File: config.mk
export PLATFORM = sky130hd
export DESIGN_NAME = gpio_port_ctrl
export DESIGN_NICKNAME = d
export VERILOG_FILES = /design/src/rtl/gpio_port_pkg.sv /design/src/rtl/gpio_regfile.sv /design/src/rtl/gpio_sync.sv /design/src/rtl/gpio_pin_logic.sv /design/src/rtl/gpio_port_ctrl.sv
export SDC_FILE = /design/constraint.sdc
export NUM_CORES = 1
export LEC_CHECK = 0
export CORE_MARGIN = 5
export CORE_UTILIZATION = 28
export CTS_CLUSTER_DIAMETER = 150
export DETAILED_ROUTE_END_ITERATION = 7
export GPL_TIMING_DRIVEN = 1
export HOLD_SLACK_MARGIN = 0.08
export PLACE_DENSITY = 0.57
export SYNTH_ARGS = -nofsm -noshare
export SYNTH_HDL_FRONTEND = slang
export SYNTH_HIERARCHICAL = 1
export SYNTH_SLANG_ARGS = --single-unit
File: constraint.sdc
create_clock -name clk -period 1.3 [get_ports clk]
set_clock_uncertainty 0.2 [all_clocks]
set_input_delay 0.13 -clock clk [delete_from_list [all_inputs] [get_ports clk]]
set_output_delay 0.13 -clock clk [all_outputs]
set_load 0.005 [all_outputs]
File: src/rtl/gpio_port_pkg.sv
package gpio_port_pkg;
  typedef enum logic [2:0] {
    ADDR_DATA = 3'd0,
    ADDR_DIR  = 3'd1,
    ADDR_ATTR = 3'd2,
    ADDR_SPEC = 3'd3,
    ADDR_PIN  = 3'd4
  } gpio_addr_e;
endpackage

File: src/rtl/gpio_regfile.sv
module gpio_regfile #(
  parameter int WIDTH = 16,
  parameter int AW    = 3
) (
  input  logic             clk,
  input  logic             rst,
  input  logic             wr_en,
  input  logic             rd_en,
  input  logic [AW-1:0]    addr,
  input  logic [WIDTH-1:0] wdata,
  input  logic [WIDTH-1:0] pin_level,
  output logic [WIDTH-1:0] data_q,
  output logic [WIDTH-1:0] dir_q,
  output logic [WIDTH-1:0] attr_q,
  output logic [WIDTH-1:0] spec_q,
  output logic [WIDTH-1:0] rdata
);
  import gpio_port_pkg::*;

  logic [WIDTH-1:0] rd_mux;

  // register writes
  always_ff @(posedge clk) begin
    if (rst) begin
      data_q <= '0;
      dir_q  <= '0;
      attr_q <= '0;
      spec_q <= '0;
    end else if (wr_en) begin
      case (addr)
        ADDR_DATA: data_q <= wdata;
        ADDR_DIR:  dir_q  <= wdata;
        ADDR_ATTR: attr_q <= wdata;
        ADDR_SPEC: spec_q <= wdata;
        default:   ;
      endcase
    end
  end

  // read selection
  always_comb begin
    case (addr)
      ADDR_DATA: rd_mux = data_q;
      ADDR_DIR:  rd_mux = dir_q;
      ADDR_ATTR: rd_mux = attr_q;
      ADDR_SPEC: rd_mux = spec_q;
      ADDR_PIN:  rd_mux = pin_level;
      default:   rd_mux = '0;
    endcase
  end

  always_ff @(posedge clk) begin
    if (rst) rdata <= '0;
    else if (rd_en) rdata <= rd_mux;
  end
endmodule

File: src/rtl/gpio_sync.sv
module gpio_sync #(
  parameter int WIDTH  = 16,
  parameter int STAGES = 2
) (
  input  logic             clk,
  input  logic             rst,
  input  logic [WIDTH-1:0] din,
  output logic [WIDTH-1:0] dout
);
  logic [WIDTH-1:0] chain [STAGES];

  always_ff @(posedge clk) begin
    if (rst) begin
      for (int i = 0; i < STAGES; i++) chain[i] <= '0;
    end else begin
      chain[0] <= din;
      for (int i = 1; i < STAGES; i++) chain[i] <= chain[i-1];
    end
  end

  assign dout = chain[STAGES-1];
endmodule

File: src/rtl/gpio_pin_logic.sv
module gpio_pin_logic #(
  parameter int WIDTH = 16
) (
  input  logic             clk,
  input  logic             rst,
  input  logic [WIDTH-1:0] data_q,
  input  logic [WIDTH-1:0] dir_q,
  input  logic [WIDTH-1:0] attr_q,
  input  logic [WIDTH-1:0] spec_q,
  input  logic [WIDTH-1:0] periph_out,
  input  logic [WIDTH-1:0] periph_oe,
  output logic [WIDTH-1:0] pad_out,
  output logic [WIDTH-1:0] pad_oe,
  output logic [WIDTH-1:0] pad_pull_en,
  output logic [WIDTH-1:0] pad_pull_up
);
  for (genvar g = 0; g < WIDTH; g++) begin : g_pin
    logic drive;
    logic level;
    logic pull;

    always_comb begin
      if (spec_q[g]) begin
        drive = periph_oe[g];
        level = periph_out[g];
      end else begin
        drive = dir_q[g];
        level = attr_q[g] ? data_q[g] : ~data_q[g];
      end
      pull = ~drive & ~attr_q[g];
    end

    always_ff @(posedge clk) begin
      if (rst) begin
        pad_oe[g]      <= 1'b0;
        pad_out[g]     <= 1'b0;
        pad_pull_en[g] <= 1'b1;
        pad_pull_up[g] <= 1'b0;
      end else begin
        pad_oe[g]      <= drive;
        pad_out[g]     <= drive & level;
        pad_pull_en[g] <= pull;
        pad_pull_up[g] <= pull & data_q[g];
      end
    end
  end
endmodule

File: src/rtl/gpio_port_ctrl.sv
module gpio_port_ctrl #(
  parameter int WIDTH       = 16,
  parameter int AW          = 3,
  parameter int SYNC_STAGES = 2
) (
  input  logic             clk,
  input  logic             rst,
  input  logic             bus_wr_en,
  input  logic             bus_rd_en,
  input  logic [AW-1:0]    bus_addr,
  input  logic [WIDTH-1:0] bus_wdata,
  output logic [WIDTH-1:0] bus_rdata,
  input  logic [WIDTH-1:0] pad_in,
  input  logic [WIDTH-1:0] periph_out,
  input  logic [WIDTH-1:0] periph_oe,
  output logic [WIDTH-1:0] pad_out,
  output logic [WIDTH-1:0] pad_oe,
  output logic [WIDTH-1:0] pad_pull_en,
  output logic [WIDTH-1:0] pad_pull_up
);
  logic [WIDTH-1:0] data_q, dir_q, attr_q, spec_q, pin_level;

  gpio_sync #(.WIDTH(WIDTH), .STAGES(SYNC_STAGES)) u_sync (
    .clk(clk), .rst(rst), .din(pad_in), .dout(pin_level)
  );

  gpio_regfile #(.WIDTH(WIDTH), .AW(AW)) u_regs (
    .clk(clk), .rst(rst), .wr_en(bus_wr_en), .rd_en(bus_rd_en),
    .addr(bus_addr), .wdata(bus_wdata), .pin_level(pin_level),
    .data_q(data_q), .dir_q(dir_q), .attr_q(attr_q), .spec_q(spec_q),
    .rdata(bus_rdata)
  );

  gpio_pin_logic #(.WIDTH(WIDTH)) u_pins (
    .clk(clk), .rst(rst),
    .data_q(data_q), .dir_q(dir_q), .attr_q(attr_q), .spec_q(spec_q),
    .periph_out(periph_out), .periph_oe(periph_oe),
    .pad_out(pad_out), .pad_oe(pad_oe),
    .pad_pull_en(pad_pull_en), .pad_pull_up(pad_pull_up)
  );
endmodule

==> impl_metrics.csv <==
group,metric,value,unit
run_status,status,"complete, no violations",
detailed_routing,routed_via_density,4.499,
clocking,clock_sinks,176,
detailed_routing,finalWirelength,21090,um
sta,setup_viol,0,
clocking,clock_path_buffers,2,
synth,synthArstFlopShare,0,%
floorplan,die_area,0.02922,mm^2
pwr,switching_share,23.90,%
global_route,grtUsageMet2,20.93,%
floorplan,ioPinCount,151,
synth,synth_compound_area_share,15.16,%
detailed_routing,dr.pass1.iters,4,
sta,tightest_slew,0.3329,ns
pwr,vdd_drop_max,0.0007352,V
synth,synth.distinct_cells,35,
global_route,first_global_vias,5432,
synth,avgSynthCellArea,10.35,um^2
floorplan,core-area,0.02576,mm^2
synth,synth_fa_ha_area_share,0,%
global_route,antenna_found_initial,3,
global_route,met3_usage,5.222,%
detailed_routing,drc_errors,0,
pwr,leakagePower,4.144,nW
global_route,track_usage,14.16,%
layout,final_nets,985,
detailed_routing,postRouteAntennaNets,0,
synth,ys_seq_elements,176,
layout,drive_gt1_share,36.29,%
critical_path,critical_path_buf_inv_count,0,
placement,io_buffer_count,150,
critical_path,critPathKind,"register to register",
critical_path,critPathTopFamily,"multiplexers",
pwr,power_frac_comb,10.1,%
sta,fin_crit,1.292,ns
critical_path,critPathArrivalTime,1.40,ns
synth,syn_area,0.007253,mm^2
synth,synth_cells,701,
critical_path,rr_worst_depth,3,
critical_path,path_cells,"mux4_2, nand2_2, a211oi_2",
critical_path,critPathMaxFanout,2,
clocking,cts_made_buffers,17,
synth,synthSimpleGateAreaFrac,19.42,%
critical_path,slowest_delay,0.50,ns
layout,syn_to_final_growth,40.66,%
clocking,root_buffer,"clkbuf_16",
sta,period_share,99.36,%
global_route,grt_most_used_layer,"met2",
synth,ys_seq_area_share,48.58,%
critical_path,crit_required,1.41,ns
critical_path,cp-end-kind,"register",
critical_path,worst_path_max_delay_cell,"mux4_2",
floorplan,die_h,171.0,um
hold_path,min_path_cells,3,
global_route,grt_max_degree,31,
sta,fin_ws,0.008274,ns
pwr,intPower,0.009100,W
pwr,power_density,1172,mW/mm^2
pwr,report.power.total,0.01196,W
synth,synth_edf_count,0,
synth,syn_nets,772,
clocking,tritoncts,"done",
run,cap_violations,0,
placement,gp_congestion,0.8034,
floorplan,dieWidth,171.0,um
pwr,seqPwrFrac,47.1,%
sta,max_slew_margin,77.71,%
floorplan,row_count,59,
pwr,clockPowerShare,42.8,%
critical_path,worstSetupStartpointType,"register",
pwr,p_sw,0.002858,W
sta,fmax,0.7742,GHz
synth,ys_warn_count,6,
global_route,grtUsageMet1,19.54,%
layout,utilization,39.60,%
critical_path,cp.depth,3,
clocking,htreeDepth,4,
floorplan,start_util,28.15,%
synth,synth_top_family_by_area,"simple AND/OR/NAND/NOR gates",
hold_path,min_path_type,"primary input to register",
sta,slew_viol_final,0,
global_route,grt_pass1_wl,31950,um
synth,synth_mux_area_share,8.280,%
critical_path,r2r_slack,0.008,ns
placement,dp_hpwl,15530,um
global_route,gr-total-overflow,0,
synth,synthXorXnorAreaFrac,1.932,%
detailed_routing,via_count,5682,
detailed_routing,drt-wirelength-per-cell,16.70,um
sta,final_hold_viol_count,0,
sta,rsz0062_at_grt,"yes",
placement,dp_slack,-0.6933,ns
synth,synth_ff_type,"dfxtp_1",
clocking,clk_latency,0.43,ns
clocking,clkSlewWorstSetupHoldPaths,0.07,ns
detailed_routing,drt-initial-drc-count,328,
through the flow:
stage                     instances  hold WS [ns]  area (um^2)  setup TNS [ns]
final                          1263       0.08103        10200               0
after global routing           1262        0.1001        10200        -0.02653
after CTS                      1259        0.1053        10280               0
after detailed placement       1209        0.2233         9578          -46.29
after global placement         1209        0.2233         9578          -46.02
after floorplan                 701      0.001611         7281          -1.383
logic make-up (layout without fill, tap and decap cells):
| logic type | Yosys count | after routing |
|---|---|---|
| mux | 47 | 47 |
| compound gates | 144 | 144 |
| flops | 176 | 176 |
| buf+inv | 81 | 305 |
| simple gates | 237 | 238 |
| xor+xnor | 16 | 16 |
| other cells | 0 | 2 |
cell usage in the layout, fill, tap and decap left out, drive strengths merged, types with 3 or more instances in the layout:
cell / count
dfxtp: 176
nand2: 130
buf: 118
a21oi: 79
clkbuf: 67
clkdlybuf4s50: 65
nor2b: 49
mux2: 46
inv: 21
nand4b: 17
o21bai: 17
nor2: 17
nor4b: 17
xor2: 16
o41ai: 16
a211oi: 16
dlygate4sd3: 15
a32oi: 15
clkdlybuf4s15: 6
clkinvlp: 4
dlygate4sd2: 3
sequential cells by signal, indices dropped and copies added, names as in the netlist:
name and count:
u_sync/chain 32, u_pins/pad_oe 16, u_pins/pad_out 16, u_pins/pad_pull_en 16, u_pins/pad_pull_up 16, u_regs/attr_q 16
u_regs/data_q 16, u_regs/dir_q 16, u_regs/rdata 16, u_regs/spec_q 16
power groups by stage:
stage	logic (W)	registers, W	clock network (W)
2_1_floorplan	0.000547	0.00574	0
3_3_place_gp	0.00117	0.00575	0
3_5_place_dp	0.00118	0.00575	0
4_1_cts	0.00119	0.00563	0.00526
5_1_grt	0.00131	0.00565	0.00550
6_report	0.00121	0.00563	0.00512
path summary, 6_finish.rpt:
path	startpoint	endpoint
max	u_regs/spec_q[7]	u_regs/rdata[7]
min	rst	u_regs/spec_q[5]
max reg2reg	u_regs/spec_q[7]	u_regs/rdata[7]
min reg2reg	u_sync/chain[0][4]	u_sync/chain[0][20]
cell usage after synthesis, types with 16 or more instances:
library cell / count / area, um^2
o21bai_1: 16 / 120.1
buf_4: 24 / 180.2
mux2_2: 29 / 326.6
inv_1: 18 / 67.56
o41ai_2: 16 / 260.3
nand4b_1: 16 / 140.1
mux2_4: 16 / 240.2
a21oi_1: 79 / 395.4
nor2b_1: 48 / 300.3
dfxtp_1: 176 / 3523
nand2_1: 130 / 488.0
nor2_1: 16 / 60.06
xor2_1: 16 / 140.1
routing by layer:
metal | part of all wire (%) | vias to the layer above
met2 | 43 | 164
met5 | 0 | -
met1 | 47 | 2652
li1 | - | 2843
met3 | 8.4 | 23
met4 | 1.6 | 0
worst min-delay path, delay by kind of cell:
kind	cells	cell delay, ns
buffers and inverters	2	0.50
AO/OA/AOI/OAI	1	0.04
area by class of cell:
class	instances	area, um^2
inverters	18	67.56
multi-input cells	445	3347
fillers	2578	15560
flip-flops and latches	176	3565
diodes	2	5.005
repair buffers	256	2220
clock buffers	20	446.7
clock inverters	11	132.6
well taps	335	419.2
timing repair:
item | 4_1_cts | 5_1_grt
setup endpoints to repair | 159 | 125
pin swaps | 2 | 2
cloned | 1 | 2
resized for setup | 237 | 91
setup buffers | 2 | 0
hold buffers | 16 | 0
endpoints found under the hold margin | 115 | 0
(Power assumes the default switching activity.)
